[src/rtl/ee_pkg.sv]
package ee_pkg;
  // 4-bit device type code carried in the top of every header
  localparam logic [3:0] DEV_TYPE = 4'b1010;

  typedef enum logic [3:0] {
    S_IDLE,
    S_ADDR,
    S_ADDR_ACK,
    S_WORD,
    S_WORD_ACK,
    S_WDAT,
    S_WDAT_ACK,
    S_RDAT,
    S_RDAT_ACK
  } ee_state_t;

  // Header match: type nibble plus strap bits (R/W bit excluded)
  function automatic logic header_hit(input logic [6:0] hdr, input logic [2:0] pins);
    return (hdr[6:3] == DEV_TYPE) && (hdr[2:0] == pins);
  endfunction
endpackage

[src/rtl/ee_bus_sense.sv]
module ee_bus_sense (
  input  logic clk,
  input  logic rst_n,
  input  logic scl_i,
  input  logic sda_i,
  output logic scl_hi,
  output logic sda_lv,
  output logic scl_rise,
  output logic scl_fall,
  output logic start_ev,
  output logic stop_ev
);
  logic [1:0] scl_sync, sda_sync;
  logic scl_q, sda_q;

  always_ff @(posedge clk or negedge rst_n) begin
    if (!rst_n) begin
      scl_sync <= 2'b11;
      sda_sync <= 2'b11;
      scl_q    <= 1'b1;
      sda_q    <= 1'b1;
    end else begin
      scl_sync <= {scl_sync[0], scl_i};
      sda_sync <= {sda_sync[0], sda_i};
      scl_q    <= scl_sync[1];
      sda_q    <= sda_sync[1];
    end
  end

  assign scl_hi   = scl_sync[1];
  assign sda_lv   = sda_sync[1];
  assign scl_rise = scl_hi & ~scl_q;
  assign scl_fall = ~scl_hi & scl_q;
  assign start_ev = scl_hi & scl_q & sda_q & ~sda_lv;
  assign stop_ev  = scl_hi & scl_q & ~sda_q & sda_lv;
endmodule

[src/rtl/ee_prog_timer.sv]
module ee_prog_timer #(
  parameter int PROG_CYCLES = 100000
) (
  input  logic clk,
  input  logic rst_n,
  input  logic launch,
  output logic busy
);
  localparam int CNT_W = $clog2(PROG_CYCLES + 1);
  logic [CNT_W-1:0] remain;

  always_ff @(posedge clk or negedge rst_n) begin
    if (!rst_n)             remain <= '0;
    else if (launch)        remain <= CNT_W'(PROG_CYCLES);
    else if (remain != '0)  remain <= remain - 1'b1;
  end

  assign busy = (remain != '0);
endmodule

[src/rtl/ee_page_buf.sv]
module ee_page_buf #(
  parameter int PAGE_W = 3
) (
  input  logic                    clk,
  input  logic                    rst_n,
  input  logic                    clr,
  input  logic                    we,
  input  logic [PAGE_W-1:0]       idx,
  input  logic [7:0]              din,
  output logic [8*(1<<PAGE_W)-1:0] data_flat,
  output logic [(1<<PAGE_W)-1:0]  valid
);
  localparam int NB = 1 << PAGE_W;
  logic [7:0] slot [NB];

  always_ff @(posedge clk or negedge rst_n) begin
    if (!rst_n) begin
      valid <= '0;
      for (int i = 0; i < NB; i++) slot[i] <= '0;
    end else if (clr) begin
      valid <= '0;
    end else if (we) begin
      slot[idx]  <= din;
      valid[idx] <= 1'b1;
    end
  end

  for (genvar g = 0; g < NB; g++) begin : g_flat
    assign data_flat[8*g +: 8] = slot[g];
  end
endmodule

[src/rtl/ee_store.sv]
module ee_store #(
  parameter int ADDR_W = 8,
  parameter int PAGE_W = 3
) (
  input  logic                         clk,
  input  logic                         rst_n,
  input  logic                         commit,
  input  logic [ADDR_W-PAGE_W-1:0]     page,
  input  logic [8*(1<<PAGE_W)-1:0]     wdata,
  input  logic [(1<<PAGE_W)-1:0]       wvalid,
  input  logic [ADDR_W-1:0]            rd_addr,
  output logic [7:0]                   rd_data
);
  localparam int DEPTH = 1 << ADDR_W;
  localparam int NB    = 1 << PAGE_W;
  logic [7:0] cells [DEPTH];

  always_ff @(posedge clk or negedge rst_n) begin
    if (!rst_n) begin
      for (int a = 0; a < DEPTH; a++) cells[a] <= 8'hFF;
    end else if (commit) begin
      for (int i = 0; i < NB; i++)
        if (wvalid[i]) cells[{page, PAGE_W'(i)}] <= wdata[8*i +: 8];
    end
  end

  assign rd_data = cells[rd_addr];
endmodule

[src/rtl/ee_i2c_slave.sv]
module ee_i2c_slave #(
  parameter int ADDR_W      = 8,
  parameter int PAGE_W      = 3,
  parameter int PROG_CYCLES = 100000
) (
  input  logic       clk,
  input  logic       rst_n,
  input  logic       scl_i,
  input  logic       sda_i,
  output logic       sda_oe,
  input  logic [2:0] dev_sel,
  input  logic       wp
);
  import ee_pkg::*;
  localparam int NB     = 1 << PAGE_W;
  localparam int BANK_W = ADDR_W - PAGE_W;

  // advance only the in-page offset
  function automatic logic [ADDR_W-1:0] page_next(input logic [ADDR_W-1:0] a);
    return {a[ADDR_W-1:PAGE_W], a[PAGE_W-1:0] + PAGE_W'(1)};
  endfunction

  logic scl_hi, sda_lv, scl_rise, scl_fall, start_ev, stop_ev;
  logic busy;
  ee_state_t st;
  logic [3:0] bitcnt;
  logic [7:0] sreg;
  logic [ADDR_W-1:0] ptr;
  logic rw_q, wr_armed, mst_nack, sda_oe_q;
  logic [8*NB-1:0] buf_data;
  logic [NB-1:0] buf_valid;
  logic [7:0] rd_data;

  ee_bus_sense u_sense (
    .clk(clk), .rst_n(rst_n), .scl_i(scl_i), .sda_i(sda_i),
    .scl_hi(scl_hi), .sda_lv(sda_lv), .scl_rise(scl_rise), .scl_fall(scl_fall),
    .start_ev(start_ev), .stop_ev(stop_ev)
  );

  // named internal events
  logic byte_end, hdr_ack, word_end, data_end, commit_go;
  assign byte_end  = scl_fall && (bitcnt == 4'd8);
  assign hdr_ack   = (st == S_ADDR) && byte_end && header_hit(sreg[7:1], dev_sel) && !busy;
  assign word_end  = (st == S_WORD) && byte_end;
  assign data_end  = (st == S_WDAT) && byte_end;
  assign commit_go = stop_ev && wr_armed && (|buf_valid) && !(wp && ptr[ADDR_W-1]);

  ee_prog_timer #(.PROG_CYCLES(PROG_CYCLES)) u_timer (
    .clk(clk), .rst_n(rst_n), .launch(commit_go), .busy(busy)
  );

  ee_page_buf #(.PAGE_W(PAGE_W)) u_buf (
    .clk(clk), .rst_n(rst_n), .clr(start_ev), .we(data_end),
    .idx(ptr[PAGE_W-1:0]), .din(sreg), .data_flat(buf_data), .valid(buf_valid)
  );

  ee_store #(.ADDR_W(ADDR_W), .PAGE_W(PAGE_W)) u_store (
    .clk(clk), .rst_n(rst_n), .commit(commit_go), .page(ptr[ADDR_W-1:PAGE_W]),
    .wdata(buf_data), .wvalid(buf_valid), .rd_addr(ptr), .rd_data(rd_data)
  );

  always_ff @(posedge clk or negedge rst_n) begin
    if (!rst_n) begin
      st       <= S_IDLE;
      bitcnt   <= '0;
      sreg     <= '0;
      ptr      <= '0;
      rw_q     <= 1'b0;
      wr_armed <= 1'b0;
      mst_nack <= 1'b1;
      sda_oe_q <= 1'b0;
    end else if (start_ev) begin
      st       <= S_ADDR;
      bitcnt   <= '0;
      sda_oe_q <= 1'b0;
      wr_armed <= 1'b0;
    end else if (stop_ev) begin
      st       <= S_IDLE;
      sda_oe_q <= 1'b0;
      wr_armed <= 1'b0;
    end else begin
      unique case (st)
        S_ADDR, S_WORD, S_WDAT: begin
          if (scl_rise) begin
            sreg   <= {sreg[6:0], sda_lv};
            bitcnt <= bitcnt + 4'd1;
          end else if (byte_end) begin
            if (st == S_ADDR) begin
              if (hdr_ack) begin
                sda_oe_q <= 1'b1;
                rw_q     <= sreg[0];
                st       <= S_ADDR_ACK;
              end else begin
                st <= S_IDLE;
              end
            end else if (st == S_WORD) begin
              ptr      <= sreg[ADDR_W-1:0];
              wr_armed <= 1'b1;
              sda_oe_q <= 1'b1;
              st       <= S_WORD_ACK;
            end else begin
              ptr      <= page_next(ptr);
              sda_oe_q <= 1'b1;
              st       <= S_WDAT_ACK;
            end
          end
        end
        S_ADDR_ACK: if (scl_fall) begin
          bitcnt <= '0;
          if (rw_q) begin
            sreg     <= rd_data;
            sda_oe_q <= ~rd_data[7];
            st       <= S_RDAT;
          end else begin
            sda_oe_q <= 1'b0;
            st       <= S_WORD;
          end
        end
        S_WORD_ACK, S_WDAT_ACK: if (scl_fall) begin
          sda_oe_q <= 1'b0;
          bitcnt   <= '0;
          st       <= S_WDAT;
        end
        S_RDAT: begin
          if (scl_rise) begin
            bitcnt <= bitcnt + 4'd1;
          end else if (scl_fall) begin
            if (bitcnt == 4'd8) begin
              sda_oe_q <= 1'b0;
              ptr      <= ptr + 1'b1;
              st       <= S_RDAT_ACK;
            end else begin
              sda_oe_q <= ~sreg[6];
              sreg     <= {sreg[6:0], 1'b0};
            end
          end
        end
        S_RDAT_ACK: begin
          if (scl_rise) begin
            mst_nack <= sda_lv;
          end else if (scl_fall) begin
            bitcnt <= '0;
            if (!mst_nack) begin
              sreg     <= rd_data;
              sda_oe_q <= ~rd_data[7];
              st       <= S_RDAT;
            end else begin
              st <= S_IDLE;
            end
          end
        end
        default: st <= S_IDLE;
      endcase
    end
  end

  assign sda_oe = sda_oe_q;
endmodule

[config.mk]
export PLATFORM = sky130hd
export DESIGN_NAME = ee_i2c_slave
export DESIGN_NICKNAME = d
export VERILOG_FILES = /design/src/rtl/ee_pkg.sv /design/src/rtl/ee_bus_sense.sv /design/src/rtl/ee_prog_timer.sv /design/src/rtl/ee_page_buf.sv /design/src/rtl/ee_store.sv /design/src/rtl/ee_i2c_slave.sv
export SDC_FILE = /design/constraint.sdc
export NUM_CORES = 2
export LEC_CHECK = 0
export ABC_AREA = 1
export BUFFER_PORTS_ARGS = -buffer_cell sky130_fd_sc_hd__clkbuf_2
export CORE_MARGIN = 3
export CORE_UTILIZATION = 40
export CTS_CLUSTER_DIAMETER = 120
export DETAILED_ROUTE_END_ITERATION = 6
export GPL_ROUTABILITY_DRIVEN = 0
export MAX_ROUTING_LAYER = met4
export SETUP_SLACK_MARGIN = 0.5
export SYNTH_ARGS = -nofsm -noshare
export SYNTH_HDL_FRONTEND = slang
export SYNTH_SLANG_ARGS = --single-unit
[constraint.sdc]
create_clock -name clk -period 3.6 [get_ports clk]
set_input_delay 0.72 -clock clk [delete_from_list [all_inputs] [get_ports clk]]
set_output_delay 0.72 -clock clk [all_outputs]
set_load 0.01 [all_outputs]
==> impl_metrics.ini <==
[power_and_ir_drop]
internal_power_mw = 46.6
pwr-share-seq = 0.343
p_per_area_mw_per_mm2 = 597
p_clk_frac = 0.352
switching_share = 0.355
peakVddDrop_mv = 0.578
p_switching_mw = 25.7
leakage_nw = 48.3
pwr-share-comb = 0.304

[worst_hold_path]
hold_path_end = u_sense.scl_sync[1]
hp-start = u_sense.scl_sync[0]
hold_depth = 0
hold_class = reg -> reg

[placement]
dp.cells = 16000
dp_hpwl_mm = 248
place_area_mm2 = 0.112
port_buffers = 8

[synthesis]
synthArstFlopShare = 1.00
syn_inst = 13000
netlist_area_mm2 = 0.109
ys.flop_type = dfstp_2
synth-edff-count = 0
synth_cell_types = 51
synth.yosys.seq_area_share = 0.521
synth_area_per_cell_um2 = 8.42
ys_ff_latch = 2171
synthesis.nets = 13000
yosys_warnings = 0

[clock_tree]
clk_pin_slew_ns = 0.07
clk_path_buf_depth = 3
h-tree-depth = 4
cts_buffers = 234
root_buffer = clkbuf_16
clk_latency_ns = 0.93
cts_tree = built
cts_sinks = 2171

[flow_run]
drv_cap = 0

[global_route]
grt_pass1_vias = 80700
antenna_found_initial = 26
grt_overflow = 0
grt_max_degree = 172
grt_pass1_wl_mm = 585
grtUsageTotal = 0.294

[setup_path]
worstSetupStartpoint = ptr[2]
critPathBufInv = 5
cp_data_arrival_time_ns = 3.92
slowest_stage = dfrtp_1
endpoint_kind = flop
slowest_delay_ns = 0.42
worstSetupPathType = reg -> reg
cp_max_fo = 27
crit_path_start_kind = flop
crit_family = simple AND/OR/NAND/NOR gates
worstReg2RegEnd = sreg[6]
rrSetupSlack_ns = 0.47
r2r_start = ptr[2]
cp_common_cell = nand2_1
path_cells = buf_4 > inv_1 > nor2_4 > buf_12 > buf_4 > clkbuf_16 > o211ai_1 > nand2_1 > nor2_1 > nor2_1 > nor2_1 > nand2_1 > nand2_2 > nand2_1 > nor2_2 > nand2_1 > nand2_1 > a21oi_1
critPathRequiredTime_ns = 4.39
r2r.worst_path.cells = 18

[sta]
slew_viol_final = 0
setup_viol = 0
min_period_over_period = 0.869
worstMarginPinSlew_ns = 1.18
skew_ns = 0.0618
period_minus_slack_ns = 3.13
hold_viol_final = 0
slew_headroom = 0.215
rsz0062_at_grt = true
setup_tns_ns = 0
fmax_mhz = 320

[drt]
drtIter0Drc = 11200
ant_nets = 0
vias_per_cell = 5.39
drt-pass1-iter-count = 7
wl_per_cell_um = 24.7
vias = 88700
totalWireLength_mm = 406
drc_errors = 4

[final_layout]
fin_area_mm2 = 0.121
post_route_cells_drive_above_1_share = 0.314
fin_cells = 16500
fin_nets = 12700
area_growth_pct = 10.7

[floorplan]
dieArea_mm2 = 0.279
io_pins = 9
rows = 191
die_w_um = 529
die_h_um = 529
start_util = 0.403
core-area_mm2 = 0.271

[status]
status = finished, violations left
failed_checks = design-rule violations
-- logic make-up (layout without fill, tap and decap cells) --
family | Yosys count | in the layout | share of synthesized area
buffers and inverters | 1880 | 1777 | 0.0808
muxes | 2 | 2 | 0.000183
other | 0 | 16 | 0
DFF | 2171 | 2171 | 0.521
and+or+nand+nor | 6149 | 6149 | 0.242
xor gates and xnor gates | 3 | 3 | 0.000241
AOI/OAI and AO/OA | 2767 | 2767 | 0.155
adders and majority gates | 5 | 5 | 0.000573
-- worst max path at each step --
| stage | endpoint | depth (start not counted) | slack [ns] |
|---|---|---|---|
| 2_1_floorplan | u_store.cells[1141] | 12 | 1.50 |
| 3_3_place_gp | sreg[6] | 14 | 0.27 |
| 3_5_place_dp | sreg[6] | 14 | 0.28 |
| 4_1_cts | sreg[6] | 15 | 0.50 |
| 5_1_grt | sreg[2] | 16 | 0.46 |
| 6_report | sreg[6] | 18 | 0.47 |
-- worst reg2reg max path, stage by stage, from the launching register on --
cell       delay, ns
dfrtp_1         0.42
buf_4           0.19
inv_1           0.11
nor2_4          0.06
buf_12          0.13
buf_4           0.17
clkbuf_16       0.23
o211ai_1        0.16
nand2_1         0.07
nor2_1          0.13
nor2_1          0.05
nor2_1          0.29
nand2_1         0.26
nand2_2         0.23
nand2_1         0.09
nor2_2          0.22
nand2_1         0.09
nand2_1         0.06
a21oi_1         0.07
-- state kept, by name (all words and copies together) (netlist names), 2 cells and up --
signal	flops
u_timer.remain	17
u_buf.data_flat	64
ptr	8
sreg	8
u_store.cells	2048
bitcnt	4
u_sense.sda_sync	2
u_buf.valid	8
u_sense.scl_sync	2
st	4
-- power by group through the flow --
stage | combinational (mW) | sequential (mW) | clock, mW
global placement | 21.2 | 25.2 | 0
floorplan | 13.6 | 25.0 | 0
global route | 23.8 | 24.8 | 26.7
CTS | 21.3 | 24.8 | 25.7
finish | 22.0 | 24.8 | 25.5
detailed placement | 21.2 | 25.2 | 0
-- metrics by stage --
stage / worst slack [ns] / util / hold slack [ns] / power (mW)
CTS: 0.498 / 0.445 / 0.366 / 71.9
global route: 0.463 / 0.446 / 0.362 / 75.3
finish: 0.471 / 0.446 / 0.371 / 72.2
floorplan: 1.50 / - / 0.345 / 38.6
global placement: 0.275 / 0.415 / 0.347 / 46.4
detailed placement: 0.277 / 0.415 / 0.351 / 46.4
-- cell type report --
type	count	area, um2
Antenna cell	16	40.0
Tap cell	3570	4470
Clock inverter	72	1070
Clock buffer	358	7040
Inverter	1012	3900
Multi-Input combinational cell	8926	43600
Timing Repair Buffer	335	3810
Sequential cell	2171	56900
Fill cell	26500	150000
-- layout by cell type, fill, tap and decap left out, types with 6 or more instances in the layout --
cell,netlist,final
o21ai_2,580,580
a22o_1,6,6
nor3_1,9,9
nand2_2,9,21
clkbuf_2,1,7
inv_1,1003,939
nor2_8,20,20
nand3_1,460,460
clkinv_16,0,6
nor2_1,1202,1182
o21ai_1,1062,1065
nand4_1,9,9
or2_0,6,6
nand2_1,3865,3851
bufinv_16,0,19
diode_2,0,16
dfrtp_4,0,9
o21ai_0,728,725
dfrtp_1,116,106
dfstp_2,2055,2055
clkbuf_8,0,63
nand2_4,162,164
nor3_4,6,6
o211ai_1,345,345
buf_12,1,97
clkinv_2,0,97
buf_4,18,221
clkbuf_16,0,239
a21oi_1,34,34
or2_2,369,369
clkbuf_1,351,57
nor2_4,10,13
nor2_2,10,27
-- synthesized netlist by cell type (6+ instances only) --
master / instances / area (um2)
a21oi_1: 34 / 170
a22o_1: 6 / 52.6
buf_1: 13 / 48.8
buf_2: 313 / 1570
buf_4: 18 / 135
buf_6: 171 / 1930
clkbuf_1: 351 / 1320
dfrtp_1: 116 / 2900
dfstp_2: 2055 / 54000
inv_1: 1003 / 3760
nand2_1: 3865 / 14500
nand2_2: 9 / 56.3
nand2_4: 162 / 1820
nand3_1: 460 / 2300
nand4_1: 9 / 56.3
nor2_1: 1202 / 4510
nor2_2: 10 / 62.6
nor2_4: 10 / 113
nor2_8: 20 / 400
nor3_1: 9 / 45.0
nor3_4: 6 / 97.6
o211ai_1: 345 / 2590
o21ai_0: 728 / 3640
o21ai_1: 1062 / 5320
o21ai_2: 580 / 5080
or2_0: 6 / 37.5
or2_2: 369 / 2310
-- layer usage --
metal,vias up,track usage,share of wire
met1,43100,0.398,0.42
li1,40800,-,-
met4,0,0.127,0.050
met3,850,0.0560,0.089
met5,-,-,0
met2,3926,0.430,0.44
-- what timing repair did --
| action | CTS | global route |
|---|---|---|
| hold buffers | 3 | 0 |
| setup endpoints to repair | 9 | 10 |
| resized for setup | 9 | 37 |
| endpoints found under the hold margin | 26 | 0 |
| setup buffers | 3 | 5 |
| pin swaps | 0 | 2 |
| gates cloned | 0 | 1 |
(Power assumes the default switching activity.)
